### src/rtl/bsel_pkg.sv
package bsel_pkg;

    localparam int LOG_MAX = 7;
    localparam int LG_W    = $clog2(LOG_MAX + 1);
    localparam int LEN_W   = LOG_MAX + 1;
    localparam int CFG_W   = 8;

    typedef logic [LG_W-1:0] lg_t;

    typedef struct packed {
        logic align_on;
        lg_t  eff_lg;
    } line_cfg_t;

    // floor(log2(v)), clipped to LOG_MAX; 0 and 1 both give 0
    function automatic lg_t floor_lg(input logic [31:0] v);
        lg_t r;
        r = '0;
        for (int i = 1; i <= LOG_MAX; i++) begin
            if (v >= (32'd1 << i)) r = lg_t'(i);
        end
        return r;
    endfunction

    function automatic lg_t min_lg(input lg_t a, input lg_t b);
        return (a < b) ? a : b;
    endfunction

    // count of trailing zero bits, capped at LOG_MAX
    function automatic lg_t trail_lg(input logic [31:0] a);
        lg_t r;
        r = lg_t'(LOG_MAX);
        for (int i = LOG_MAX - 1; i >= 0; i--) begin
            if (a[i]) r = lg_t'(i);
        end
        return r;
    endfunction

endpackage

### src/rtl/bsel_line_cfg.sv
module bsel_line_cfg
    import bsel_pkg::*;
(
    input  logic [CFG_W-1:0] line_reg,
    input  logic [CFG_W-1:0] max_reg,
    output line_cfg_t        cfg
);
    lg_t line_lg;
    lg_t max_lg;
    logic on;

    always_comb begin
        line_lg = floor_lg(32'(line_reg));
        max_lg  = floor_lg(32'(max_reg));
        on      = (line_reg >= CFG_W'(2));
        cfg.align_on = on;
        cfg.eff_lg   = on ? min_lg(line_lg, max_lg) : max_lg;
    end
endmodule

### src/rtl/bsel_size_pick.sv
module bsel_size_pick
    import bsel_pkg::*;
#(
    parameter int ADDR_W = 30,
    parameter int CNT_W  = 16
) (
    input  line_cfg_t         cfg,
    input  logic              in_line,
    input  logic [ADDR_W-1:0] addr,
    input  logic [CNT_W-1:0]  rem,
    output lg_t               pick_lg,
    output logic              at_line
);
    lg_t  addr_tz;
    lg_t  rem_lg;
    lg_t  base_lg;
    logic quad_ok;

    always_comb begin
        addr_tz = trail_lg(32'(addr));
        rem_lg  = floor_lg(32'(rem));
        quad_ok = (addr[1:0] == 2'b00);
        at_line = quad_ok && (addr_tz >= cfg.eff_lg);
        if (!cfg.align_on || in_line || at_line)
            base_lg = cfg.eff_lg;
        else if (!quad_ok)
            base_lg = '0;
        else
            base_lg = min_lg(cfg.eff_lg, addr_tz);
        pick_lg = min_lg(base_lg, rem_lg);
    end
endmodule

### src/rtl/bsel_xfer_state.sv
module bsel_xfer_state
    import bsel_pkg::*;
#(
    parameter int ADDR_W = 30,
    parameter int CNT_W  = 16
) (
    input  logic              clk,
    input  logic              rst,
    input  logic              start,
    input  logic [ADDR_W-1:0] start_addr,
    input  logic [CNT_W-1:0]  start_count,
    input  line_cfg_t         cfg_new,
    input  logic              accept,
    input  logic [LEN_W-1:0]  step_len,
    input  logic              at_line,
    output logic [ADDR_W-1:0] addr_q,
    output logic [CNT_W-1:0]  rem_q,
    output line_cfg_t         cfg_q,
    output logic              in_line_q,
    output logic              active_q
);
    always_ff @(posedge clk) begin
        if (rst) begin
            addr_q    <= '0;
            rem_q     <= '0;
            cfg_q     <= '0;
            in_line_q <= 1'b0;
            active_q  <= 1'b0;
        end else if (start) begin
            addr_q    <= start_addr;
            rem_q     <= start_count;
            cfg_q     <= cfg_new;
            in_line_q <= 1'b0;
            active_q  <= 1'b1;
        end else if (accept) begin
            addr_q <= addr_q + ADDR_W'(step_len);
            rem_q  <= rem_q - CNT_W'(step_len);
            if (at_line) in_line_q <= 1'b1;
        end
    end
endmodule

### src/rtl/dma_burst_sizer.sv
module dma_burst_sizer
    import bsel_pkg::*;
#(
    parameter int ADDR_W = 30,
    parameter int CNT_W  = 16
) (
    input  logic              clk,
    input  logic              rst,
    input  logic              start,
    input  logic [ADDR_W-1:0] start_addr,
    input  logic [CNT_W-1:0]  start_count,
    input  logic [CFG_W-1:0]  line_size_reg,
    input  logic [CFG_W-1:0]  max_burst,
    output logic              burst_valid,
    input  logic              burst_ready,
    output logic [LEN_W-1:0]  burst_len,
    output logic [ADDR_W-1:0] burst_addr,
    output logic              done
);
    line_cfg_t         cfg_new;
    line_cfg_t         cfg_cur;
    logic [ADDR_W-1:0] addr_cur;
    logic [CNT_W-1:0]  rem_cnt;
    logic              in_line;
    logic              active;
    logic              at_line;
    lg_t               pick_lg;
    logic              accept;
    logic              align_live;

    bsel_line_cfg cfg_u (
        .line_reg (line_size_reg),
        .max_reg  (max_burst),
        .cfg      (cfg_new)
    );

    bsel_size_pick #(.ADDR_W(ADDR_W), .CNT_W(CNT_W)) pick_u (
        .cfg     (cfg_cur),
        .in_line (in_line),
        .addr    (addr_cur),
        .rem     (rem_cnt),
        .pick_lg (pick_lg),
        .at_line (at_line)
    );

    bsel_xfer_state #(.ADDR_W(ADDR_W), .CNT_W(CNT_W)) state_u (
        .clk         (clk),
        .rst         (rst),
        .start       (start),
        .start_addr  (start_addr),
        .start_count (start_count),
        .cfg_new     (cfg_new),
        .accept      (accept),
        .step_len    (burst_len),
        .at_line     (at_line),
        .addr_q      (addr_cur),
        .rem_q       (rem_cnt),
        .cfg_q       (cfg_cur),
        .in_line_q   (in_line),
        .active_q    (active)
    );

    always_comb begin
        burst_valid = active && (rem_cnt != '0);
        done        = active && (rem_cnt == '0);
        burst_len   = LEN_W'(1) << pick_lg;
        burst_addr  = addr_cur;
        accept      = burst_valid && burst_ready;
        align_live  = cfg_cur.align_on;
    end
endmodule

### config.mk
export PLATFORM = sky130hd
export DESIGN_NAME = dma_burst_sizer
export DESIGN_NICKNAME = d
export VERILOG_FILES = /design/src/rtl/bsel_pkg.sv /design/src/rtl/bsel_line_cfg.sv /design/src/rtl/bsel_size_pick.sv /design/src/rtl/bsel_xfer_state.sv /design/src/rtl/dma_burst_sizer.sv
export SDC_FILE = /design/constraint.sdc
export NUM_CORES = 1
export LEC_CHECK = 0
export BUFFER_PORTS_ARGS = -buffer_cell sky130_fd_sc_hd__buf_2
export CELL_PAD_IN_SITES_DETAIL_PLACEMENT = 1
export CELL_PAD_IN_SITES_GLOBAL_PLACEMENT = 1
export CORE_MARGIN = 8
export CORE_UTILIZATION = 41
export CTS_BUF_LIST = sky130_fd_sc_hd__clkbuf_8 sky130_fd_sc_hd__clkbuf_16
export DETAILED_ROUTE_END_ITERATION = 8
export HOLD_SLACK_MARGIN = 0.08
export PLACE_DENSITY = 0.84
export REMOVE_ABC_BUFFERS = 1
export SETUP_SLACK_MARGIN = 0.02
export SKIP_CTS_REPAIR_TIMING = 1
export SLEW_MARGIN = 25
export SYNTH_ARGS = -nofsm -noshare
export SYNTH_HDL_FRONTEND = slang
export SYNTH_SLANG_ARGS = --single-unit
### constraint.sdc
create_clock -name clk -period 10.7 [get_ports clk]
set_input_delay 0.535 -clock clk [delete_from_list [all_inputs] [get_ports clk]]
set_output_delay 0.535 -clock clk [all_outputs]
set_load 0.01 [all_outputs]
Yosys cells after proc, flatten, opt, wreduce, memory -nomap -nowiden --
Cells that the tools add are included.
Operators by class: $add $sub $neg 2, magnitude comparators 26, shift operators 1, multiplexer cells 38, reductions and logical operators 13
Operators by type and width (number):
- two-way mux 3 bit | 22
- two-way mux 30 bit | 2
- two-way mux 16 bit | 2
- adder 30 x 8 -> 30 bit | 1
- greater-or-equal comparator 8 x 2 -> 1 bit (second input constant) | 3
- greater-or-equal comparator 16 x 2 -> 1 bit (second input constant) | 1
- greater-or-equal comparator 16 x 3 -> 1 bit (second input constant) | 1
- greater-or-equal comparator 16 x 4 -> 1 bit (second input constant) | 1
- greater-or-equal comparator 16 x 5 -> 1 bit (second input constant) | 1
- greater-or-equal comparator 16 x 6 -> 1 bit (second input constant) | 1
- greater-or-equal comparator 16 x 7 -> 1 bit (second input constant) | 1
- greater-or-equal comparator 16 x 8 -> 1 bit (second input constant) | 1
- greater-or-equal comparator 8 x 3 -> 1 bit (second input constant) | 2
- greater-or-equal comparator 8 x 4 -> 1 bit (second input constant) | 2
- greater-or-equal comparator 8 x 5 -> 1 bit (second input constant) | 2
- greater-or-equal comparator 8 x 6 -> 1 bit (second input constant) | 2
- greater-or-equal comparator 8 x 7 -> 1 bit (second input constant) | 2
- greater-or-equal comparator 8 bit (second input constant) | 2
- zero test 16 bit | 1
- two-way mux 2 bit | 8
- nonzero test 16 bit | 1
- subtractor 16 x 8 -> 16 bit | 1
- < comparator 3 bit | 3
- left shift 1 x 3 -> 8 bit (first input constant) | 1
- other kinds (9) | 16
Word-level totals: register bits after elaboration 52, input port bits 66, output and inout port bits 40, word-level logic and storage cells 86

Longest topological paths before layout --
word-level depth 17, depth in mapped cells 26, depth with buffers taken out 25

Hierarchy --
A second synthesis with hierarchy kept.
Unflattened totals: cell total of the unflattened synthesis 508, area total of the unflattened synthesis 3943.8 um^2
Modules (own cells, without submodules):
- bsel_xfer_state | times used 1, cells an instance 396, area an instance 3221.8 um^2, seq. area each 1041.0 um^2
- bsel_size_pick | times used 1, cells an instance 61, area an instance 395.4 um^2, seq. area each 0.0 um^2
- bsel_line_cfg | times used 1, cells an instance 33, area an instance 210.2 um^2, seq. area each 0.0 um^2
- dma_burst_sizer | times used 1, cells an instance 18, area an instance 116.4 um^2, seq. area each 0.0 um^2

Worst setup path after synthesis --
OpenSTA, ideal clock, no wires.
path kind flip-flop to flip-flop, start point register state_u.rem_q[10], end point register state_u.addr_q[18], library setup time 86 ps, arrival time 5330 ps, required time 10614 ps, slack 5285 ps, stages on the path, launching flop included 21, buffers on the path 3, clock period less this slack 5415 ps, cell sequence dfxtp_1 > buf_6 > or4_4 > or4_4 > buf_6 > or4_1 > ha_1 > nor2_1 > nor2_1 > a31oi_1 > mux2i_1 > nor2_1 > ha_1 > fa_1 > a211oi_1 > o21ai_0 > a31oi_1 > clkbuf_1 > nor4_1 > xnor2_1 > a211oi_1
Between the ends: longest elaborated chain between the ends 14
RTL lines:
- from (decl) | line bsel_xfer_state.sv:17 | output logic [CNT_W-1:0] rem_q,
- from (signal assigned) | line bsel_xfer_state.sv:31 | rem_q <= start_count;
- from (signal assigned) | line bsel_xfer_state.sv:37 | rem_q <= rem_q - CNT_W'(step_len);
- greater-or-equal comparator 16 x 2 -> 1 bit | line bsel_pkg.sv:20 | if (v >= (32'd1 << i)) r = lg_t'(i);
- two-way mux 1 bit | line bsel_pkg.sv:20
- two-way mux 2 bit (2 in series) | line bsel_pkg.sv:20
- two-way mux 3 bit (3 in series) | line bsel_pkg.sv:20
- two-way mux 3 bit * | line bsel_pkg.sv:20
- < comparator 3 bit | line bsel_pkg.sv:26 | return (a < b) ? a : b;
- two-way mux 3 bit * | line bsel_pkg.sv:26
- left shift 1 x 3 -> 8 bit * | line dma_burst_sizer.sv:66 | burst_len = LEN_W'(1) << pick_lg;
- net burst_len[0] | line dma_burst_sizer.sv:16 | output logic [LEN_W-1:0] burst_len,
- adder 30 x 8 -> 30 bit * | line bsel_xfer_state.sv:36 | addr_q <= addr_q + ADDR_W'(step_len);
- two-way mux 30 bit * | line bsel_xfer_state.sv:35 | end else if (accept) begin
- two-way mux 30 bit * | line bsel_xfer_state.sv:29 | end else if (start) begin
- to (signal assigned) | line bsel_xfer_state.sv:30 | addr_q <= start_addr;
- to (signal assigned) | line bsel_xfer_state.sv:36
- to (decl) | line bsel_xfer_state.sv:16 | output logic [ADDR_W-1:0] addr_q,
Mark *: on every way through the listed nets, which the timed path passes. The rest lies on a longest branch. The select of a mux whose other input is x is not followed. A chain may end at the register's enable or synchronous reset.

Final worst setup path --
start point register state_u.addr_q[3], end point register state_u.addr_q[15]
Between the ends: longest elaborated chain between the ends 14
RTL lines:
- two-way mux 3 bit (4 in series) | line bsel_pkg.sv:34 | if (a[i]) r = lg_t'(i);
- < comparator 3 bit or greater-or-equal comparator 3 bit (tied branches) | line bsel_pkg.sv:26, bsel_size_pick.sv:23
- two-way mux 3 bit or logical AND 1 bit (tied branches) | line bsel_pkg.sv:26, bsel_size_pick.sv:23
- two-way mux 3 bit or logical OR 1 bit (tied branches) | line bsel_size_pick.sv:26, bsel_size_pick.sv:24
- two-way mux 3 bit | line bsel_size_pick.sv:24 | if (!cfg.align_on || in_line || at_line)
- < comparator 3 bit | line bsel_pkg.sv:26
- two-way mux 3 bit | line bsel_pkg.sv:26
- left shift 1 x 3 -> 8 bit | line dma_burst_sizer.sv:66
- adder 30 x 8 -> 30 bit * | line bsel_xfer_state.sv:36
- two-way mux 30 bit * | line bsel_xfer_state.sv:35
- two-way mux 30 bit * | line bsel_xfer_state.sv:29
Every way passes the cells marked *; elsewhere a longest branch is shown, timed or not. The select of a mux whose other input is x is not followed.

==> report_table.html <==
<table>
<tr><th>Metric</th><th>Value</th></tr>
<tr><th colspan="2">Timing</th></tr>
<tr><td>Final Hold Slack</td><td>0.4267 ns</td></tr>
<tr><td># setup viols final</td><td>0</td></tr>
<tr><td>Post-route clock skew</td><td>0.007450 ns</td></tr>
<tr><td>Rel. slew slack</td><td>42.23%</td></tr>
<tr><td>RSZ-0062 raised after global routing</td><td>no</td></tr>
<tr><td>Worst Tran Pin Value</td><td>0.8666 ns</td></tr>
<tr><td>Fmax achieved</td><td>160.6 MHz</td></tr>
<tr><td>Time the final worst path needs with I/O delays and setup</td><td>6.225 ns</td></tr>
<tr><td>Sum of negative setup slack</td><td>0 ns</td></tr>
<tr><td>Number of pins exceeding their max-slew limit in the final report</td><td>0</td></tr>
<tr><td>Final cycle utilization of the critical path</td><td>58.18%</td></tr>
<tr><td>Final Hold Viols</td><td>0</td></tr>
<tr><th colspan="2">Global routing</th></tr>
<tr><td>Number of antenna violations at the first check in global routing</td><td>0</td></tr>
<tr><td>Global router's overall resource usage</td><td>20.59%</td></tr>
<tr><td>First-pass GRT wire length</td><td>22.22 mm</td></tr>
<tr><td>Vias in the first global route</td><td>4585</td></tr>
<tr><td>Largest net degree at the start of global routing</td><td>60</td></tr>
<tr><td>Aggregate global routing overflow</td><td>0</td></tr>
<tr><th colspan="2">Finish</th></tr>
<tr><td>Diode count</td><td>0</td></tr>
<tr><td>Post-layout instance area</td><td>4613 sq um</td></tr>
<tr><td>Non-Filler Instances</td><td>731</td></tr>
<tr><td>Fill count</td><td>1232</td></tr>
<tr><td>Final core utilization</td><td>49.69%</td></tr>
<tr><td>Nets</td><td>693</td></tr>
<tr><td>Multi-input gate area in the final layout</td><td>2700 sq um</td></tr>
<tr><td>Sequential standard cell area</td><td>1041 sq um</td></tr>
<tr><td>Area Growth Syn to Fin</td><td>17.05%</td></tr>
<tr><td>Most common cell after layout, fill and taps aside</td><td>sky130_fd_sc_hd__buf_2</td></tr>
<tr><td>Highest-count cells in the layout ignoring fill and taps</td><td>103 x sky130_fd_sc_hd__buf_2, 62 x sky130_fd_sc_hd__nor2_1, 52 x sky130_fd_sc_hd__dfxtp_1</td></tr>
<tr><td>Share of final-layout standard cells stronger than drive strength 1</td><td>21.93%</td></tr>
<tr><th colspan="2">CTS</th></tr>
<tr><td>Clock buffer depth</td><td>2</td></tr>
<tr><td>Num Clock Sinks</td><td>52</td></tr>
<tr><td>Clk Latency, worst-skew pair</td><td>0.31 ns</td></tr>
<tr><td>Register clock-pin slew on the reported worst setup and hold paths</td><td>0.11 ns</td></tr>
<tr><td>Root buffer cell</td><td>sky130_fd_sc_hd__clkbuf_8</td></tr>
<tr><td>CTS HTree Levels</td><td>2</td></tr>
<tr><td>CTS Buf Count</td><td>5</td></tr>
<tr><td>Clock tree from TritonCTS</td><td>done</td></tr>
<tr><th colspan="2">Critical path</th></tr>
<tr><td>WP data arrival</td><td>6.46 ns</td></tr>
<tr><td>Endpoint kind of the worst setup timing path</td><td>flip-flop</td></tr>
<tr><td>Crit Path Class</td><td>reg -&gt; reg</td></tr>
<tr><td>CP required</td><td>10.94 ns</td></tr>
<tr><td>Type of element launching the critical path</td><td>flip-flop</td></tr>
<tr><td>Peak fanout along the critical path</td><td>10</td></tr>
<tr><th colspan="2">Place</th></tr>
<tr><td>Count of input and output buffers</td><td>103</td></tr>
<tr><td>Detailed placer's ending HPWL</td><td>10.27 mm</td></tr>
<tr><td>Post-placement cell count</td><td>723</td></tr>
<tr><td>Placed Instance Area</td><td>4523 sq um</td></tr>
<tr><td>Global placement routability congestion</td><td>0.8586</td></tr>
<tr><th colspan="2">Floorplan</th></tr>
<tr><td>Initial core utilization</td><td>42.45%</td></tr>
<tr><td>Die outline width</td><td>114.0 um</td></tr>
<tr><td>Floorplan Core Area</td><td>9284 sq um</td></tr>
<tr><td>Overall die area</td><td>13010 sq um</td></tr>
<tr><td>Die boundary height</td><td>114.0 um</td></tr>
<tr><td>Row count</td><td>35</td></tr>
<tr><td>I/O pin count</td><td>106</td></tr>
<tr><th colspan="2">Outcome</th></tr>
<tr><td>Run status</td><td>finished clean</td></tr>
<tr><th colspan="2">Drt</th></tr>
<tr><td>Detailed-route via count</td><td>4239</td></tr>
<tr><td>Detail-routed via count per cell</td><td>5.799</td></tr>
<tr><td>Drt initial violations</td><td>181</td></tr>
<tr><td>Wire length reported by the detailed router</td><td>13.16 mm</td></tr>
<tr><td>Post-DRT Antenna Nets</td><td>0</td></tr>
<tr><td>Post-detailed-route wirelength per cell</td><td>18.00 um</td></tr>
<tr><td>Residual DRC</td><td>0</td></tr>
<tr><td>Iteration count of the initial detailed-routing pass</td><td>4</td></tr>
<tr><th colspan="2">Power</th></tr>
<tr><td>Total leakage power</td><td>0.001904 uW</td></tr>
<tr><td>Sequential fraction of design power</td><td>40.3%</td></tr>
<tr><td>Clk network pwr share</td><td>21.2%</td></tr>
<tr><td>Pwr Density</td><td>122.8 nW/um^2</td></tr>
<tr><td>Fraction of power spent switching nets</td><td>39.17%</td></tr>
<tr><td>Cell internal power dissipation</td><td>344.6 uW</td></tr>
<tr><td>Gate power share</td><td>38.5%</td></tr>
<tr><td>Net switching power</td><td>222.0 uW</td></tr>
<tr><td>Worst IR drop on VDD</td><td>0.05675 mV</td></tr>
<tr><th colspan="2">Synthesis</th></tr>
<tr><td>Biggest area consumer among synthesized cells</td><td>sky130_fd_sc_hd__dfxtp_1</td></tr>
<tr><td>Synthesized area divided by synthesized cell count</td><td>7.713 sq um</td></tr>
<tr><td>Largest cells by area after synthesis</td><td>sky130_fd_sc_hd__dfxtp_1 26%, sky130_fd_sc_hd__ha_1 7.6%, sky130_fd_sc_hd__nor2_1 5.9%, sky130_fd_sc_hd__a211oi_1 5.3%, sky130_fd_sc_hd__xnor2_1 4.9%</td></tr>
<tr><td>Synth Cell Area</td><td>3941 sq um</td></tr>
<tr><td>Seq/Total Area, Yosys</td><td>26.41%</td></tr>
<tr><td>Post-synth EDFFs</td><td>0</td></tr>
<tr><td>Fraction of registers with async set or reset after synthesis</td><td>0%</td></tr>
<tr><td>Post-synthesis cell type count</td><td>63</td></tr>
<tr><td>Yosys reg bits</td><td>52</td></tr>
<tr><td>Most used flip-flop cell after synthesis</td><td>sky130_fd_sc_hd__dfxtp_1</td></tr>
<tr><td>Area share of the largest cell type after synthesis</td><td>26.41%</td></tr>
<tr><td>Gate count of the mapped netlist</td><td>511</td></tr>
<tr><td>Count of synthesis-stage warnings from yosys</td><td>0</td></tr>
<tr><th colspan="2">Min path</th></tr>
<tr><td>HP Class</td><td>in -&gt; reg</td></tr>
<tr><th colspan="2">Job</th></tr>
<tr><td>Max-cap violations</td><td>0</td></tr>
</table>
==> kinds of logic (layout without fill, tap and decap cells) <==
| family | count (synthesis) | count (layout) | share of synthesized area [%] |
|---|---|---|---|
| fa+ha+maj | 26 | 26 | 8.635 |
| compound gates | 152 | 152 | 27.46 |
| mux | 2 | 2 | 0.5397 |
| xor+xnor | 27 | 27 | 6.000 |
| flops | 52 | 52 | 26.41 |
| simple gates | 208 | 208 | 25.87 |
| buf+inv | 44 | 135 | 5.079 |
==> worst max-delay path, cell delays in order (launching register included) <==
cell	delay (ns)
sky130_fd_sc_hd__dfxtp_1	0.46
sky130_fd_sc_hd__inv_1	0.09
sky130_fd_sc_hd__a221oi_1	0.42
sky130_fd_sc_hd__o21bai_1	0.12
sky130_fd_sc_hd__ha_1	0.28
sky130_fd_sc_hd__nor2b_1	0.15
sky130_fd_sc_hd__o21a_1	0.20
sky130_fd_sc_hd__nand3_1	0.11
sky130_fd_sc_hd__o31ai_1	0.44
sky130_fd_sc_hd__ha_1	0.33
sky130_fd_sc_hd__nor2_1	0.19
sky130_fd_sc_hd__nor2_1	0.06
sky130_fd_sc_hd__a31oi_1	0.24
sky130_fd_sc_hd__mux2i_1	0.59
sky130_fd_sc_hd__nor3_1	0.23
sky130_fd_sc_hd__ha_1	0.36
sky130_fd_sc_hd__a211oi_1	0.10
sky130_fd_sc_hd__o21bai_1	0.24
sky130_fd_sc_hd__nand3_1	0.43
sky130_fd_sc_hd__and2_1	0.34
sky130_fd_sc_hd__or4_1	0.51
sky130_fd_sc_hd__a311oi_1	0.25
==> layout make-up <==
type	count	area share (%)
multi-input combinational	415	58.53
sequential	52	22.57
timing repair buffer	107	11.83
tap	129	3.499
inverter	20	1.627
clock buffer	5	1.492
clock inverter	3	0.4611
==> flip-flops by register name, summed over array words and instances (netlist names) <==
| name | cells |
|---|---|
| state_u.rem_q | 16 |
| state_u.addr_q | 30 |
| state_u.cfg_q | 4 |
| state_u.in_line_q | 1 |
| state_u.active_q | 1 |
==> per-layer routing <==
layer	vias up	part of all wire (%)	GRT usage (%)	routed length, um
li1	2073	-	-	-
met1	2033	44	24.30	5729
met2	104	50	35.84	6519
met3	29	4.4	4.279	579
met4	0	2.5	7.542	331
met5	-	0	0	0
==> power groups by stage <==
stage	logic, uW	clock network [uW]	registers (uW)
floorplan	142	0	231
CTS	218	124	228
global placement	203	0	231
finish	218	120	228
detailed placement	217	0	232
global route	244	132	231
==> per-stage QoR <==
step                total power [uW]  setup slack (ns)
floorplan                      372.4             5.258
global placement               434.3             4.923
detailed placement             448.8             4.548
CTS                            569.7             4.510
global route                   606.8             4.050
finish                         566.6             4.475
==> worst paths after layout <==
check | startpoint | slack (ns) | to | depth (start not counted)
worst min-delay path | start_addr[9] | 0.43 | state_u.addr_q[9]$_SDFFE_PP0P_ | 3
worst max register to register | state_u.addr_q[3]$_SDFFE_PP0P_ | 4.47 | state_u.addr_q[15]$_SDFFE_PP0P_ | 21
worst min register to register | state_u.cfg_q[2]$_SDFFE_PP0P_ | 0.49 | state_u.cfg_q[2]$_SDFFE_PP0P_ | 2
worst max-delay path | state_u.addr_q[3]$_SDFFE_PP0P_ | 4.47 | state_u.addr_q[15]$_SDFFE_PP0P_ | 21
==> cell usage after synthesis, types with 4 or more instances <==
library cell / instances
sky130_fd_sc_hd__and3_1: 5
sky130_fd_sc_hd__nand3_1: 16
sky130_fd_sc_hd__nor3_1: 19
sky130_fd_sc_hd__nor4_1: 6
sky130_fd_sc_hd__a211oi_1: 28
sky130_fd_sc_hd__nand2b_1: 7
sky130_fd_sc_hd__or3_1: 7
sky130_fd_sc_hd__o21bai_1: 5
sky130_fd_sc_hd__nor2_1: 62
sky130_fd_sc_hd__xnor2_1: 22
sky130_fd_sc_hd__a21oi_1: 23
sky130_fd_sc_hd__o21a_1: 9
sky130_fd_sc_hd__nor2b_1: 8
sky130_fd_sc_hd__or2_2: 5
sky130_fd_sc_hd__dfxtp_1: 52
sky130_fd_sc_hd__clkbuf_1: 18
sky130_fd_sc_hd__o221ai_1: 4
sky130_fd_sc_hd__nand2_1: 47
sky130_fd_sc_hd__xor2_1: 5
sky130_fd_sc_hd__ha_1: 24
sky130_fd_sc_hd__o31ai_1: 7
sky130_fd_sc_hd__nand4_1: 8
sky130_fd_sc_hd__inv_1: 19
sky130_fd_sc_hd__buf_6: 4
sky130_fd_sc_hd__o22ai_1: 4
sky130_fd_sc_hd__a31oi_1: 6
sky130_fd_sc_hd__a311oi_1: 10
sky130_fd_sc_hd__or4_1: 5
sky130_fd_sc_hd__o21ai_0: 26
No activity file was read; power rests on OpenSTA's default activity.
